### src/rtl/osd_sync_pkg.sv
// Shared types for the OSD sync conditioner.
// Assumes the configuration byte layout below is fixed by software.
package osd_sync_pkg;

    // Main configuration byte, b7 down to b0.
    typedef struct packed {
        logic       test;        // b7 test mode, 0 in normal use
        logic       fb_pol;      // b6 fast-blank active-high when 1
        logic       aux_clk_sel; // b5 divided clock on aux pin when 1
        logic       edge_chk;    // b4 edge-distortion detector enable
        logic       hs_pol;      // b3 accept positive hsync when 1
        logic       vs_pol;      // b2 accept positive vsync when 1
        logic [1:0] band;        // b1:b0 pixel-rate band
    } osd_cfg_t;

    localparam logic [7:0] CFG_RESET = 8'h40;
    localparam int         NUM_SYNC  = 2;
    localparam int         SYNC_H    = 0;
    localparam int         SYNC_V    = 1;

endpackage

### src/rtl/osd_cfg_reg.sv
// Holds the main configuration byte and the blanking gate register.
// Assumes writes are single-cycle strobes in the pixel-clock domain.
module osd_cfg_reg
    import osd_sync_pkg::*;
#(
    parameter int ADDR_W    = 5,
    parameter int CFG_ADDR  = 18,
    parameter int MODE_ADDR = 17
) (
    input  logic              clk,
    input  logic              rst_n,
    input  logic              we,
    input  logic [ADDR_W-1:0] addr,
    input  logic [7:0]        wdata,
    output osd_cfg_t          cfg,
    output logic              char_only
);
    localparam logic [ADDR_W-1:0] CFG_A  = ADDR_W'(CFG_ADDR);
    localparam logic [ADDR_W-1:0] MODE_A = ADDR_W'(MODE_ADDR);

    // Main configuration byte: load on a matching write.
    always_ff @(posedge clk) begin
        if (!rst_n)
            cfg <= osd_cfg_t'(CFG_RESET);
        else if (we && addr == CFG_A)
            cfg <= osd_cfg_t'(wdata);
    end

    // Gate register: bit 0 picks the blanking source.
    always_ff @(posedge clk) begin
        if (!rst_n)
            char_only <= 1'b0;
        else if (we && addr == MODE_A)
            char_only <= wdata[0];
    end

    logic unused_hi;
    assign unused_hi = ^wdata[7:1];
endmodule

### src/rtl/osd_sync_norm.sv
// Brings N raw sync inputs into the pixel domain with a two-flop
// synchroniser, then converts each to active-high with a registered
// polarity correction. The latency is three edges.
module osd_sync_norm #(
    parameter int N = 2
) (
    input  logic         clk,
    input  logic         rst_n,
    input  logic [N-1:0] raw,
    input  logic [N-1:0] pos_pol,
    output logic [N-1:0] norm
);
    for (genvar i = 0; i < N; i++) begin : g_ch
        logic meta_q, sync_q, out_q;

        // Two-stage synchroniser followed by the polarity stage.
        always_ff @(posedge clk) begin
            if (!rst_n) begin
                meta_q <= 1'b0;
                sync_q <= 1'b0;
                out_q  <= 1'b0;
            end else begin
                meta_q <= raw[i];
                sync_q <= meta_q;
                out_q  <= pos_pol[i] ? sync_q : ~sync_q;
            end
        end

        assign norm[i] = out_q;
    end
endmodule

### src/rtl/osd_fblank_gen.sv
// Fast-blank generator: picks the blanking source and applies the
// output polarity. The output is registered, one edge behind its inputs.
module osd_fblank_gen (
    input  logic clk,
    input  logic rst_n,
    input  logic char_active,
    input  logic window_active,
    input  logic char_only,
    input  logic active_high,
    output logic fblank
);
    logic blank_on;

    // Source selection: characters only, or characters and windows.
    always_comb begin
        blank_on = char_only ? char_active : (char_active | window_active);
    end

    // Apply the output polarity and register the result.
    always_ff @(posedge clk) begin
        if (!rst_n)
            fblank <= 1'b0;
        else
            fblank <= active_high ? blank_on : ~blank_on;
    end
endmodule

### src/rtl/osd_aux_clk.sv
// Line-locked clock divider and auxiliary pin mux. The divider restarts
// high on each rising edge of the normalised hsync. It toggles every
// (BASE_HALF << band) pixel clocks, which gives a 50% duty cycle.
module osd_aux_clk #(
    parameter int BASE_HALF = 2
) (
    input  logic       clk,
    input  logic       rst_n,
    input  logic       hs_norm,
    input  logic [1:0] band,
    input  logic       clk_sel,
    input  logic       halftone,
    output logic       aux
);
    localparam int MAX_HALF = BASE_HALF << 3;
    localparam int CNT_W    = $clog2(MAX_HALF) + 1;

    logic             hs_d;
    logic             line_start;
    logic [CNT_W-1:0] cnt;
    logic [CNT_W-1:0] limit;
    logic             div_q;

    // Half-period limit for the selected band.
    always_comb begin
        limit = CNT_W'((BASE_HALF << band) - 1);
    end

    // Delayed hsync used to find its leading edge.
    always_ff @(posedge clk) begin
        if (!rst_n) hs_d <= 1'b0;
        else        hs_d <= hs_norm;
    end

    assign line_start = hs_norm & ~hs_d;

    // Divider: restart on a line edge, otherwise count and toggle.
    always_ff @(posedge clk) begin
        if (!rst_n) begin
            cnt   <= '0;
            div_q <= 1'b0;
        end else if (line_start) begin
            cnt   <= '0;
            div_q <= 1'b1;
        end else if (cnt >= limit) begin
            cnt   <= '0;
            div_q <= ~div_q;
        end else begin
            cnt   <= cnt + 1'b1;
        end
    end

    // Shared pin mux: half-tone or divided clock.
    always_comb begin
        aux = clk_sel ? div_q : halftone;
    end
endmodule

### src/rtl/osd_sync_cond.sv
// Top level of the OSD sync and blanking conditioner. Everything runs
// on the pixel clock. The raw flyback inputs are treated as asynchronous.
module osd_sync_cond
    import osd_sync_pkg::*;
#(
    parameter int ADDR_W    = 5,
    parameter int CFG_ADDR  = 18,
    parameter int MODE_ADDR = 17,
    parameter int BASE_HALF = 2
) (
    input  logic              clk,
    input  logic              rst_n,
    input  logic              hflb_in,
    input  logic              vflb_in,
    input  logic              char_active,
    input  logic              window_active,
    input  logic              halftone,
    input  logic              cfg_we,
    input  logic [ADDR_W-1:0] cfg_addr,
    input  logic [7:0]        cfg_wdata,
    output logic              hsync_out,
    output logic              vsync_out,
    output logic              fblank_out,
    output logic              aux_out,
    output logic [1:0]        vco_band,
    output logic              edge_chk_en,
    output logic              test_mode
);
    osd_cfg_t              cfg_q;
    logic                  char_only_q;
    logic [NUM_SYNC-1:0]   sync_raw;
    logic [NUM_SYNC-1:0]   sync_pol;
    logic [NUM_SYNC-1:0]   sync_norm;

    osd_cfg_reg #(
        .ADDR_W   (ADDR_W),
        .CFG_ADDR (CFG_ADDR),
        .MODE_ADDR(MODE_ADDR)
    ) u_cfg (
        .clk      (clk),
        .rst_n    (rst_n),
        .we       (cfg_we),
        .addr     (cfg_addr),
        .wdata    (cfg_wdata),
        .cfg      (cfg_q),
        .char_only(char_only_q)
    );

    assign sync_raw[SYNC_H] = hflb_in;
    assign sync_raw[SYNC_V] = vflb_in;
    assign sync_pol[SYNC_H] = cfg_q.hs_pol;
    assign sync_pol[SYNC_V] = cfg_q.vs_pol;

    osd_sync_norm #(.N(NUM_SYNC)) u_sync (
        .clk    (clk),
        .rst_n  (rst_n),
        .raw    (sync_raw),
        .pos_pol(sync_pol),
        .norm   (sync_norm)
    );

    osd_fblank_gen u_fb (
        .clk          (clk),
        .rst_n        (rst_n),
        .char_active  (char_active),
        .window_active(window_active),
        .char_only    (char_only_q),
        .active_high  (cfg_q.fb_pol),
        .fblank       (fblank_out)
    );

    osd_aux_clk #(.BASE_HALF(BASE_HALF)) u_aux (
        .clk     (clk),
        .rst_n   (rst_n),
        .hs_norm (sync_norm[SYNC_H]),
        .band    (cfg_q.band),
        .clk_sel (cfg_q.aux_clk_sel),
        .halftone(halftone),
        .aux     (aux_out)
    );

    assign hsync_out   = sync_norm[SYNC_H];
    assign vsync_out   = sync_norm[SYNC_V];
    assign vco_band    = cfg_q.band;
    assign edge_chk_en = cfg_q.edge_chk;
    assign test_mode   = cfg_q.test;
endmodule

### config.mk
export PLATFORM = sky130hd
export DESIGN_NAME = osd_sync_cond
export DESIGN_NICKNAME = d
export VERILOG_FILES = /design/src/rtl/osd_sync_pkg.sv /design/src/rtl/osd_cfg_reg.sv /design/src/rtl/osd_sync_norm.sv /design/src/rtl/osd_fblank_gen.sv /design/src/rtl/osd_aux_clk.sv /design/src/rtl/osd_sync_cond.sv
export SDC_FILE = /design/constraint.sdc
export NUM_CORES = 1
export LEC_CHECK = 0
export BUFFER_PORTS_ARGS = -buffer_cell sky130_fd_sc_hd__buf_4
export CAP_MARGIN = 5
export CORE_MARGIN = 2
export CORE_UTILIZATION = 53
export DETAILED_ROUTE_END_ITERATION = 8
export PLACE_DENSITY = 0.88
export SLEW_MARGIN = 0
export SYNTH_ARGS = -nofsm -noshare
export SYNTH_HDL_FRONTEND = slang
export SYNTH_SLANG_ARGS = --single-unit
### constraint.sdc
create_clock -name clk -period 3.8 [get_ports clk]
set_clock_uncertainty 0.05 [all_clocks]
set_input_delay 0.19 -clock clk [delete_from_list [all_inputs] [get_ports clk]]
set_output_delay 0.19 -clock clk [all_outputs]
set_load 0.02 [all_outputs]
After elaboration in Yosys (flattened, before gate mapping)
Cells that the tools add are included.
W data, S select, Z words.

storage, ports and cells
  flip-flop bits (word level) = 23
  bits of input ports = 21
  output and inout bits = 8
  logic and storage cells = 43

operators by class
  add/subtract/negate cells = 2
  order comparisons = 1
  equality and inequality tests = 2
  shift operators = 1
  mux-type cells = 7
  bitwise operators = 8
  reductions and logical operators = 4

operator list
  cell                   count
  $eq A5 B5 Y1 const B   2
  $mux W1                7
  $not A1 Y1             6
  $add A5 B1 Y5 const B  1
  $ge A5 B5 Y1           1
  $shl A2 B2 Y5 const A  1
  $sub A5 B2 Y5 const B  1
  $reduce_or A3 Y1       1
  $logic_and A1 B1 Y1    2
  $reduce_bool A2 Y1     1
  $and A1 B1 Y1          1
  $or A1 B1 Y1           1

Logic depth before layout (Yosys ltp)
  word-level depth = 5
  depth in mapped cells = 5

By module
A second synthesis with hierarchy kept.

unflattened totals
  cell total of the unflattened synthesis = 102
  area, all modules = 1016.0 µm²

modules (own cells, without submodules)
  module          times used  cells an instance  area each (µm²)
  osd_aux_clk     1           40                 385.4
  osd_cfg_reg     1           41                 385.4
  osd_sync_norm   1           16                 190.2
  osd_fblank_gen  1           5                  55.1

Worst setup path before layout
No wires, ideal clock.

  path kind = register -> register
  from = reg u_cfg.cfg[1] (netlist bit)
  to = reg u_aux.div_q
  library setup time = 123 ps
  data arrival time = 1321 ps
  path slack = 2306 ps
  cell stages (with the launch flop) = 6
  period minus slack after synthesis = 1494 ps
  cells stage by stage = dfxtp_1 > nor2_1 > ha_1 > a211oi_2 > o211ai_1 > mux2_1

on the way
  cells in the longest elaborated chain, start to end = 4

ends and longest elaborated chain
  element                              line               RTL
  start: declaration                   osd_cfg_reg.sv:15  output osd_cfg_t cfg,
  start signal: assignment             osd_cfg_reg.sv:24  cfg <= osd_cfg_t'(CFG_RESET);
  start signal: assignment             osd_cfg_reg.sv:26  cfg <= osd_cfg_t'(wdata);
  $shl A2 B2 Y5                        osd_aux_clk.sv:26  limit = CNT_W'((BASE_HALF << band) - 1);
  $sub A5 B2 Y5                        osd_aux_clk.sv:26
  $ge A5 B5 Y1                         osd_aux_clk.sv:45  end else if (cnt >= limit) begin
  $reduce_bool A2 Y1 (no source line)  -
  end signal: assignment               osd_aux_clk.sv:47  div_q <= ~div_q;
  end: declaration                     osd_aux_clk.sv:22  logic div_q;

Every way passes these cells.
A chain may end at the register's enable or synchronous reset.

Worst setup path after layout
Same ends and word-level chain as after synthesis.

==> flow_metrics.tcl <==
set metrics [dict create \
    die_w_um 46.9 \
    tightestPinTransition_ns 0.573 \
    ff2ff_setup_slack_ns 2.18 \
    cts_max_level 1 \
    gp_congestion 0.792 \
    finalPower_w 0.000420 \
    syn-num-nets 130 \
    syn_area_um2 973 \
    clk_pin_slew_ns 0.12 \
    slew_headroom 0.617 \
    ctsResizeCount 0 \
    dieArea_mm2 0.00220 \
    ys_seq_elements 23 \
    hp-start "hflb_in" \
    grt_use_total 0.209 \
    rows 15 \
    grt_antenna_before_repair 0 \
    synth_most_common_cell "dfxtp_1" \
    async_reset_ff_frac 0 \
    cts_buffers 3 \
    fmax_ghz 0.619 \
    top_usage_layer "met2" \
    boundaryPins 29 \
    grt_pass1_vias 785 \
    synth_enable_flop_cells 0 \
    drtIter0Drc 15 \
    floorplan.initialDensity 0.564 \
    drive_gt1_frac 0.260 \
    holdPathEnd "u_sync.g_ch[0].meta_q" \
    synth_commonest_cells "dfxtp_1 (23), a21oi_1 (11), nand3_1 (11), o21ai_0 (10), nor2_1 (8)" \
    overflow 0 \
    period_minus_slack_ns 1.62 \
    final_cells 156 \
    wl_per_cell_um 12.4 \
    worstHoldPathCells 2 \
    gr-usage-met2 0.370 \
    ant_nets 0 \
    hold_buffers 0 \
    cts.path.max_buffers 2 \
    maxCapViolCount 0 \
    r2r-end "u_aux.div_q" \
    ys_types 26 \
    cp.required_ns 3.96 \
    finalSetupViolCount 0 \
    cts_tree "done" \
    multi_input_area_um2 470 \
    fin_nets 158 \
    vias 810 \
    cp.arrival_ns 1.77 \
    end_kind "register" \
    synth_area_leaders "dfxtp_1 (47%), ha_1 (6.4%), a21oi_1 (5.7%), nand3_1 (5.7%), o21ai_0 (5.1%)" \
    worstSetupStartpointType "register" \
    powerDensity_mw_per_mm2 348 \
    ys.flop_type "dfxtp_1" \
    core_mm2 0.00173 \
    synth_top_area_share 0.473 \
    r2r-start "u_cfg.cfg[1]" \
    dp.cells 152 \
    ys_warn_count 0 \
    hold_viol 0 \
    hp-class "input port to register" \
    post-route-drc-count 0 \
    period_share 0.425 \
    regArea_um2 460 \
    r2r.worst_path.cells 5 \
    drv_slew 0 \
    n_antenna_cell 0 \
    syn_avg_cell_area_um2 9.36 \
    grt_pass1_wl_um 3220 \
    netlist_instances 104 \
    fillCellCount 162 \
    placed_area_mm2 0.00118 \
    crit_type "register to register" \
    grt_max_degree 13 \
    area_delta_synth_final_pct 24.3 \
    finalInstanceArea_mm2 0.00121 \
    postRouteWirelength_um 1930 \
    synth.largest_area_cell "dfxtp_1" \
    tns_ns 0 \
    timing.hold.ws_ns 0.0477 \
    gr-usage-met1 0.235 \
    power.leakage_nw 0.505 \
    port_buffers 28 \
    clk_latency_ns 0.30 \
    irDropWorstVdd_v 0.000275 \
    grtUsageMet3 0.0769 \
    postCtsSetupBuffers 0 \
    cts.sinks 23 \
    firstDrtPassIters 4 \
    cp_max_fo 5 \
    status "finished, final reports clean" \
    dieHeight_um 46.9 \
    seq_area_frac_synth 0.473 \
    viasPerCell 5.19 \
    hpwl_um 1510 \
    cts_root_buf "clkbuf_4" \
    rsz0062_at_grt "no" \
]
flip-flops by register name, indices dropped and copies added, names as in the netlist:
name,flops
u_sync.g_ch.meta_q,2
u_sync.g_ch.out_q,2
u_cfg.cfg,8
u_aux.cnt,5
u_aux.div_q,1
u_fb.fblank,1
u_cfg.char_only,1
u_aux.hs_d,1
u_sync.g_ch.sync_q,2
worst max-delay path, cell delays in order (launching register included):
cell and delay [ns]:
dfxtp_1 0.41, nor2_1 0.07, ha_1 0.29, a211oi_2 0.27
o211ai_1 0.12, mux2_1 0.32
cells by family (layout without fill, tap and decap cells):
group | Yosys count | in the layout | share of synthesized area
fa+ha+maj | 5 | 5 | 0.0643
simple gates | 35 | 35 | 0.202
other cells | 1 | 1 | 0.00385
compound gates | 25 | 25 | 0.145
mux | 2 | 2 | 0.0231
buf+inv | 8 | 35 | 0.0437
xor+xnor | 5 | 5 | 0.0450
flops | 23 | 23 | 0.473
metrics by stage:
step / utilization / setup WS, ns
floorplan: - / 2.31
global placement: 0.686 / 2.28
detailed placement: 0.686 / 2.19
CTS: 0.701 / 2.18
global route: 0.701 / 2.04
finish: 0.701 / 2.18
per-layer routing:
layer / up-vias / share of wire
li1: 413 / -
met1: 371 / 0.42
met2: 22 / 0.51
met3: 4 / 0.052
met4: 0 / 0.018
met5: - / 0
power by group:
part,total [W],switching [W],internal (W)
registers,0.000256,0.00000548,0.000250
clock network,0.000109,0.0000682,0.0000409
logic,0.0000554,0.0000256,0.0000299
total,0.000420,0.0000992,0.000321
placed cells by master (no fill, tap or decap):
cell type  synthesis  layout
a211oi_2           1       1
nand4b_1           1       1
nand2_1            1       1
inv_1              3       3
xnor2_1            1       1
conb_1             1       1
xor2_1             4       4
o211ai_1           2       2
or3_1              1       1
dfxtp_1           23      23
nand2b_1           3       3
clkbuf_4           0       3
and2_1             6       6
nand4bb_1          1       1
mux2_1             1       1
a21oi_1           11      11
o2111ai_1          1       1
o21ai_0           10      10
nand3_1           11      11
ha_1               5       5
and4bb_2           1       1
nor2b_1            2       2
clkbuf_1           1       1
buf_4              3      28
nor2_1             8       8
mux2_2             1       1
worst max path at each step:
stage,startpoint,endpoint,slack [ns],depth (start not counted)
final,u_cfg.cfg[1],u_aux.div_q,2.18,5
after global routing,u_cfg.cfg[1],u_aux.div_q,2.04,5
after CTS,u_cfg.cfg[1],u_aux.div_q,2.18,5
after detailed placement,u_cfg.cfg[1],u_aux.div_q,2.19,5
after global placement,u_cfg.cfg[1],u_aux.div_q,2.28,5
after floorplan,u_cfg.cfg[1],u_aux.div_q,2.31,5
layout make-up:
type	count	share of cell area
Timing Repair Buffer	28	0.174
Sequential cell	23	0.381
Multi-Input combinational cell	73	0.389
Inverter	3	0.00931
Tap cell	25	0.0259
Clock buffer	4	0.0217
(Power assumes the default switching activity.)
